[src/rtl/busstb_pkg.sv]
package busstb_pkg;
    typedef struct packed {
        logic ext_code;
        logic ext_data;
        logic code_tab;
        logic quiet;
    } cyc_req_t;
endpackage

[src/rtl/busstb_phase.sv]
module busstb_phase #(
    parameter int CYC_CLKS = 12,
    localparam int PW = $clog2(CYC_CLKS)
) (
    input  logic          clk_i,
    input  logic          rst_i,
    output logic [PW-1:0] phase_o,
    output logic          first_o
);
    localparam logic [PW-1:0] LAST = PW'(CYC_CLKS - 1);

    logic [PW-1:0] cnt_d, cnt_q;

    always_comb begin
        cnt_d = (cnt_q == LAST) ? '0 : cnt_q + PW'(1);
    end

    always_ff @(posedge clk_i) begin
        if (rst_i) cnt_q <= '0;
        else       cnt_q <= cnt_d;
    end

    assign phase_o = cnt_q;
    assign first_o = (cnt_q == '0);
endmodule

[src/rtl/busstb_slot_dec.sv]
module busstb_slot_dec #(
    parameter int CYC_CLKS = 12,
    parameter int LATCH_W  = 2,
    parameter int READ_W   = 3,
    localparam int PW = $clog2(CYC_CLKS)
) (
    input  logic [PW-1:0] phase_i,
    output logic [1:0]    latch_win_o,
    output logic [1:0]    read_win_o
);
    localparam int HALF     = CYC_CLKS / 2;
    localparam int READ_OFS = LATCH_W + 1;

    // Two identical halves per machine cycle, each with one latch slot
    // followed by one read slot.
    for (genvar g = 0; g < 2; g++) begin : g_half
        localparam int BASE = g * HALF;
        assign latch_win_o[g] = (int'(phase_i) >= BASE) &&
                                (int'(phase_i) <  BASE + LATCH_W);
        assign read_win_o[g]  = (int'(phase_i) >= BASE + READ_OFS) &&
                                (int'(phase_i) <  BASE + READ_OFS + READ_W);
    end
endmodule

[src/rtl/busstb_policy.sv]
module busstb_policy
    import busstb_pkg::*;
(
    input  cyc_req_t   req_i,
    input  logic [1:0] latch_win_i,
    input  logic [1:0] read_win_i,
    output logic       latch_o,
    output logic       read_act_o
);
    logic latch_ok;

    always_comb begin
        // Quiet request only wins when no bus activity needs the latch.
        latch_ok   = !req_i.quiet || req_i.ext_code || req_i.ext_data ||
                     req_i.code_tab;
        // A data access drops the first latch slot and both read slots.
        latch_o    = latch_ok &&
                     ((latch_win_i[0] && !req_i.ext_data) || latch_win_i[1]);
        read_act_o = req_i.ext_code && !req_i.ext_data && (|read_win_i);
    end
endmodule

[src/rtl/busstb_gen.sv]
module busstb_gen
    import busstb_pkg::*;
#(
    parameter int CYC_CLKS = 12,
    parameter int LATCH_W  = 2,
    parameter int READ_W   = 3,
    localparam int PW = $clog2(CYC_CLKS)
) (
    input  logic          clk_i,
    input  logic          rst_i,
    input  logic          ext_code_i,
    input  logic          ext_data_i,
    input  logic          code_tab_i,
    input  logic          latch_quiet_i,
    output logic          addr_latch_o,
    output logic          code_rd_n_o,
    output logic [PW-1:0] phase_o
);
    typedef struct packed {
        cyc_req_t      req;
        logic          latch;
        logic          rd_n;
        logic [PW-1:0] ph;
    } st_t;

    localparam st_t ST_RST = '{req: '0, latch: 1'b0, rd_n: 1'b1, ph: '0};

    st_t           st_d, st_q;
    logic [PW-1:0] cnt;
    logic          first;
    logic [1:0]    latch_win, read_win;
    logic          latch_v, read_act;
    cyc_req_t      req_in, req_now;

    busstb_phase #(.CYC_CLKS(CYC_CLKS)) u_phase (
        .clk_i   (clk_i),
        .rst_i   (rst_i),
        .phase_o (cnt),
        .first_o (first)
    );

    busstb_slot_dec #(
        .CYC_CLKS (CYC_CLKS),
        .LATCH_W  (LATCH_W),
        .READ_W   (READ_W)
    ) u_dec (
        .phase_i     (cnt),
        .latch_win_o (latch_win),
        .read_win_o  (read_win)
    );

    assign req_in  = '{ext_code: ext_code_i, ext_data: ext_data_i,
                       code_tab: code_tab_i, quiet: latch_quiet_i};
    // Requests are taken at the cycle start and held for the whole cycle.
    assign req_now = first ? req_in : st_q.req;

    busstb_policy u_pol (
        .req_i       (req_now),
        .latch_win_i (latch_win),
        .read_win_i  (read_win),
        .latch_o     (latch_v),
        .read_act_o  (read_act)
    );

    always_comb begin
        st_d       = st_q;
        st_d.req   = req_now;
        st_d.latch = latch_v;
        st_d.rd_n  = !read_act;
        st_d.ph    = cnt;
    end

    always_ff @(posedge clk_i) begin
        if (rst_i) st_q <= ST_RST;
        else       st_q <= st_d;
    end

    assign addr_latch_o = st_q.latch;
    assign code_rd_n_o  = st_q.rd_n;
    assign phase_o      = st_q.ph;
endmodule

[config.mk]
export PLATFORM = sky130hd
export DESIGN_NAME = busstb_gen
export DESIGN_NICKNAME = d
export VERILOG_FILES = /design/src/rtl/busstb_pkg.sv /design/src/rtl/busstb_phase.sv /design/src/rtl/busstb_slot_dec.sv /design/src/rtl/busstb_policy.sv /design/src/rtl/busstb_gen.sv
export SDC_FILE = /design/constraint.sdc
export NUM_CORES = 1
export LEC_CHECK = 0
export CAP_MARGIN = 20
export CORE_ASPECT_RATIO = 1.1
export CORE_MARGIN = 5
export CORE_UTILIZATION = 33
export DETAILED_ROUTE_END_ITERATION = 16
export PLACE_DENSITY_LB_ADDON = 0.12
export SETUP_SLACK_MARGIN = 0.5
export SYNTH_ARGS = -nofsm -noshare
export SYNTH_HDL_FRONTEND = slang
export SYNTH_SLANG_ARGS = --single-unit
[constraint.sdc]
create_clock -name clk_i -period 1.6 [get_ports clk_i]
set_input_delay 0.48 -clock clk_i [delete_from_list [all_inputs] [get_ports clk_i]]
set_output_delay 0.48 -clock clk_i [all_outputs]
set_load 0.03 [all_outputs]
## Word level (Yosys, flattened, before mapping)

Index checks and enable logic that the tools add are counted.

- Add/sub/neg operators: 1
- $mul: 0
- Div/mod/pow operators: 0
- Magnitude comparators: 7
- Equal/unequal tests: 1
- Shifts and indexed selects: 0
- Muxes and demuxes: 1
- Bitwise gates (word level): 0
- Reductions and logical operators: 17

Operator list:

| kind | number |
|---|---|
| $lt A4 B4 Y1 const B | 2 |
| $logic_and A1 B1 Y1 | 7 |
| $add A4 B1 Y4 const B | 1 |
| $eq A4 B4 Y1 const B | 1 |
| $ge A4 B2 Y1 const B | 1 |
| $ge A4 B3 Y1 const B | 1 |
| $ge A4 B4 Y1 const B | 1 |
| $logic_not A4 Y1 | 1 |
| $logic_or A1 B1 Y1 | 4 |
| $lt A4 B2 Y1 const B | 1 |
| $lt A4 B3 Y1 const B | 1 |
| $mux W4 | 1 |
| $reduce_or A2 Y1 | 2 |
| $logic_not A1 Y1 | 3 |

- Bits in registers: 14
- Bits in latches: 0
- Bits in writable memories: 0
- Memory bits (read-only): 0
- Output and inout bits: 6
- Memories kept: 0

## Depth between registers and ports, before layout

- Depth in word-level cells: 7
- Gate-level depth with buffers: 5
- Gate-level depth less buffers: 5

## By module

Synthesis repeated with hierarchy kept, for this count alone.

- Cells, all modules: 60
- Area, all modules: 611.8 µm²

By module, submodules not included:

| module | instances | cells an instance | area an instance (µm²) |
|---|---|---|---|
| busstb_gen | 1 | 28 | 337.8 |
| busstb_phase | 1 | 20 | 195.2 |
| busstb_slot_dec | 1 | 7 | 45.0 |
| busstb_policy | 1 | 5 | 33.8 |

## Worst setup path after synthesis

No wires, ideal clock.

- Path kind: reg-to-reg
- Start: register u_phase.cnt_q[1], in the netlist u_phase.phase_o[1]
- End: register st_q, in the netlist addr_latch_o
- Setup time: 0.100 ns
- Arrival: 1.575 ns
- Slack: -0.074 ns
- Cell stages (with the launch flop): 6
- Period minus slack after synthesis: 1.674 ns
- Cells stage by stage: dfxtp_1 > inv_1 > ha_1 > nor3b_4 > mux2_4 > a2111oi_4

- Word-level cells in the longest chain between the ends: 7

Ends and longest elaborated chain:

| item | RTL line | source |
|---|---|---|
| from (decl) | busstb_phase.sv:12 | `logic [PW-1:0] cnt_d, cnt_q;` |
| from (signal assigned) | busstb_phase.sv:20 | `else cnt_q <= cnt_d;` |
| $logic_not A4 Y1 | busstb_phase.sv:24 | `assign first_o = (cnt_q == '0);` |
| $mux W4 | busstb_gen.sv:55 | `assign req_now = first ? req_in : st_q.req;` |
| $logic_not A1 Y1 | busstb_policy.sv:14 | `latch_ok = !req_i.quiet \|\| req_i.ext_code \|\| req_i.ext_data \|\|` |
| $logic_or A1 B1 Y1 (3 in series) | busstb_policy.sv:14 |  |
| $logic_and A1 B1 Y1 * | busstb_policy.sv:17 | `latch_o = latch_ok &&` |
| to (signal assigned) | busstb_gen.sv:75 | `else st_q <= st_d;` |
| to (decl) | busstb_gen.sv:28 | `st_t st_d, st_q;` |

Mark *: on every way between the ends. The rest lies on a longest branch, timed or not.
A chain may end at the register's enable or synchronous reset.

## Worst setup path in the final report

- Start: register u_phase.cnt_q[0], in the netlist u_phase.phase_o[0]
- End: register st_q[9] (netlist name)

- Word-level cells in the longest chain between the ends: 2

Ends and longest elaborated chain:

| item | RTL line |
|---|---|
| $logic_not A4 Y1 | busstb_phase.sv:24 |
| $mux W4 | busstb_gen.sv:55 |

No other way between the ends.

==> results_dict.tcl <==
set metrics [dict create \
    synth_cell_types 27 \
    first_iter_violations 4 \
    cp_max_fo 3 \
    final.min_clock_period_ns 1.448 \
    synth_xor_area_share_pct 0 \
    areaGrowthSynthToFinish_pct 44.61 \
    dpl.hpwl_um 949.8 \
    antenna_left 0 \
    via_count 492 \
    crit_family "simple AND/OR/NAND/NOR gates" \
    drt_pass1_iterations 4 \
    ys_warn_count 0 \
    max_slew.worst_pin.slew_ns 0.2757 \
    status "completed" \
    htree_levels 1 \
    synth-async-reset-ratio_pct 0 \
    route.detailed.drc 0 \
    synth_compound_area_share_pct 10.96 \
    nNetsFinal 94 \
    gp_congestion 0.7498 \
    crit_type "register to register" \
    ff_latch_area_um2 297.8 \
    synth.yosys.seq_area_share_pct 42.34 \
    powerDensity_nw_per_um2 897.6 \
    synth_ff_type "dfxtp_1" \
    r2r_slack_ns 0.15 \
    fillers 200 \
    die_x_um 52.70 \
    multi_input_area_um2 365.4 \
    ctsHoldBuffers 0 \
    slowest_delay_ns 0.36 \
    rr_worst_depth 6 \
    first_global_vias 510 \
    wl_per_cell_um 10.96 \
    ir_worst_vdd_mv 0.5804 \
    fin_crit_sh_pct 90.49 \
    crit_start "u_phase.phase_o[0]" \
    diodes 0 \
    yosys.area_share.adder_pct 5.671 \
    path_clk_slew_ns 0.09 \
    crit_path_end_kind "register" \
    r2r-start "u_phase.phase_o[0]" \
    track_usage_pct 9.979 \
    yosys_register_bits 14 \
    cts-buffers-inserted 3 \
    worst-path-buf-inv 2 \
    antenna_found_initial 0 \
    crit_path_cell_trace "inv_4, ha_4, nor3b_4, buf_6, mux2_4, and2_4" \
    layout_common_cells "8 x dfxtp_2, 8 x buf_6, 8 x buf_4" \
    drv_cap 0 \
    design.core.area_um2 1957 \
    numPortBuffers 11 \
    reg2reg_to "st_q[9]" \
    fmaxAchievable_ghz 0.6907 \
    slew_viol_final 0 \
    dieArea_um2 3002 \
    wl_mm 1.228 \
    syn_nets 74 \
    cp-start-kind "register" \
    synth_top_family_by_area "simple AND/OR/NAND/NOR gates" \
    dieHeight_um 56.97 \
    whs_ns 0.4999 \
    synth_edf_count 0 \
    cts_tree "done" \
    finalHoldViolCount 0 \
    finalSetupViolCount 0 \
    worst_ep_required_time_ns 1.78 \
    cts.root.buffer_cell "clkbuf_4" \
    clockBufferDepth 2 \
    syn_avg_cell_area_um2 10.18 \
    synthSimpleGateAreaFrac_pct 23.82 \
    clock-sinks 14 \
    start_util_pct 33.82 \
    layout-drive-gt1-share_pct 51.19 \
    arrival_ns 1.63 \
    hold_class "register to register" \
    grt-ovfl-total 0 \
    rsz0062_at_grt "yes" \
    skew_ns 0.006462 \
    pin_count 12 \
    grt_pass1_wl_mm 2.145 \
    row_count 17 \
    path_depth 6 \
    grt_max_degree 9 \
    vias_per_cell 4.393 \
    leakagePower_nw 0.3904 \
    relSlewSlack_pct 81.62 \
    slowest_stage "dfxtp_4" \
    synthMuxAreaShare_pct 8.507 \
    crit_end "st_q[9]" \
    insertion_delay_ns 0.27 \
    synthesis.area_um2 661.9 \
    synthCells 65 \
    finalSetupTns_ns 0 \
]
-- power breakdown --
group	internal, W	switching, W	leakage (nW)	total [W]
Sequential	0.000374	0.0000165	0.119	0.000391
Clock	0.000138	0.000116	0.0210	0.000255
Combinational	0.000122	0.0000914	0.251	0.000214
-- worst reg2reg max path, delay by kind of cell (launching register included) --
family,cells,cell delay (ns)
adders and majority gates,1,0.13
buffers and inverters,2,0.21
DFF,1,0.36
muxes,1,0.30
and+or+nand+nor,2,0.37
-- flip-flops by register name, summed over array words and instances, names as in the netlist --
signal,cells
phase_o,4
st_q,4
u_phase.phase_o,4
addr_latch_o,1
code_rd_n_o,1
-- cell usage after synthesis (all sizes together), types with 3 or more instances --
library cell,instances,area (um^2)
ha,3,37.54
nor2,6,22.52
mux2i,3,30.03
and2,4,25.02
inv,5,18.77
dfxtp,14,280.3
buf,4,30.03
-- worst min path at each step --
stage,depth (start not counted),end,startpoint
finish,1,addr_latch_o,u_phase.phase_o[3]
global route,1,addr_latch_o,u_phase.phase_o[3]
CTS,2,st_q[6],st_q[6]
detailed placement,2,st_q[6],st_q[6]
global placement,2,st_q[6],st_q[6]
floorplan,2,st_q[6],st_q[6]
-- final cells by class --
class | instances | area share [%]
inverter | 5 | 2.484
tap | 28 | 3.660
clock buffer | 4 | 3.791
sequential | 14 | 31.11
timing repair buffer | 21 | 20.78
multi-input combinational | 40 | 38.17
-- per-stage QoR --
step	power, W	utilization (%)	cell area, um^2	cells	setup WS, ns
after floorplan	0.0005168	-	680.7	65	0.1253
after global placement	0.0005725	41.69	815.8	102	0.006681
after detailed placement	0.0005720	41.69	815.8	102	-0.002249
after CTS	0.0008612	47.89	937.1	111	0.1493
after global routing	0.0008998	48.91	957.2	112	0.09375
final	0.0008591	48.91	957.2	112	0.1521
-- logic make-up (layout without fill, tap and decap cells) --
kind of cell / count (synthesis) / count (layout)
compound gates: 7 / 7
buf+inv: 11 / 30
flops: 14 / 14
mux: 5 / 5
fa+ha+maj: 3 / 3
simple gates: 25 / 25
-- layer usage --
metal | vias to the layer above | GRT usage [%] | routed length [um]
met3 | 2 | 3.133 | 39
met4 | 0 | 4.380 | 14
met1 | 227 | 10.99 | 503
li1 | 255 | - | -
met5 | - | 0 | 0
met2 | 8 | 17.20 | 670
-- timing repair --
| item | CTS | global route |
|---|---|---|
| pin swaps | 6 | 2 |
| buffers inserted | 5 | 1 |
| resized for setup | 54 | 11 |
| endpoints found under the setup margin | 19 | 16 |
(Power assumes the default switching activity.)
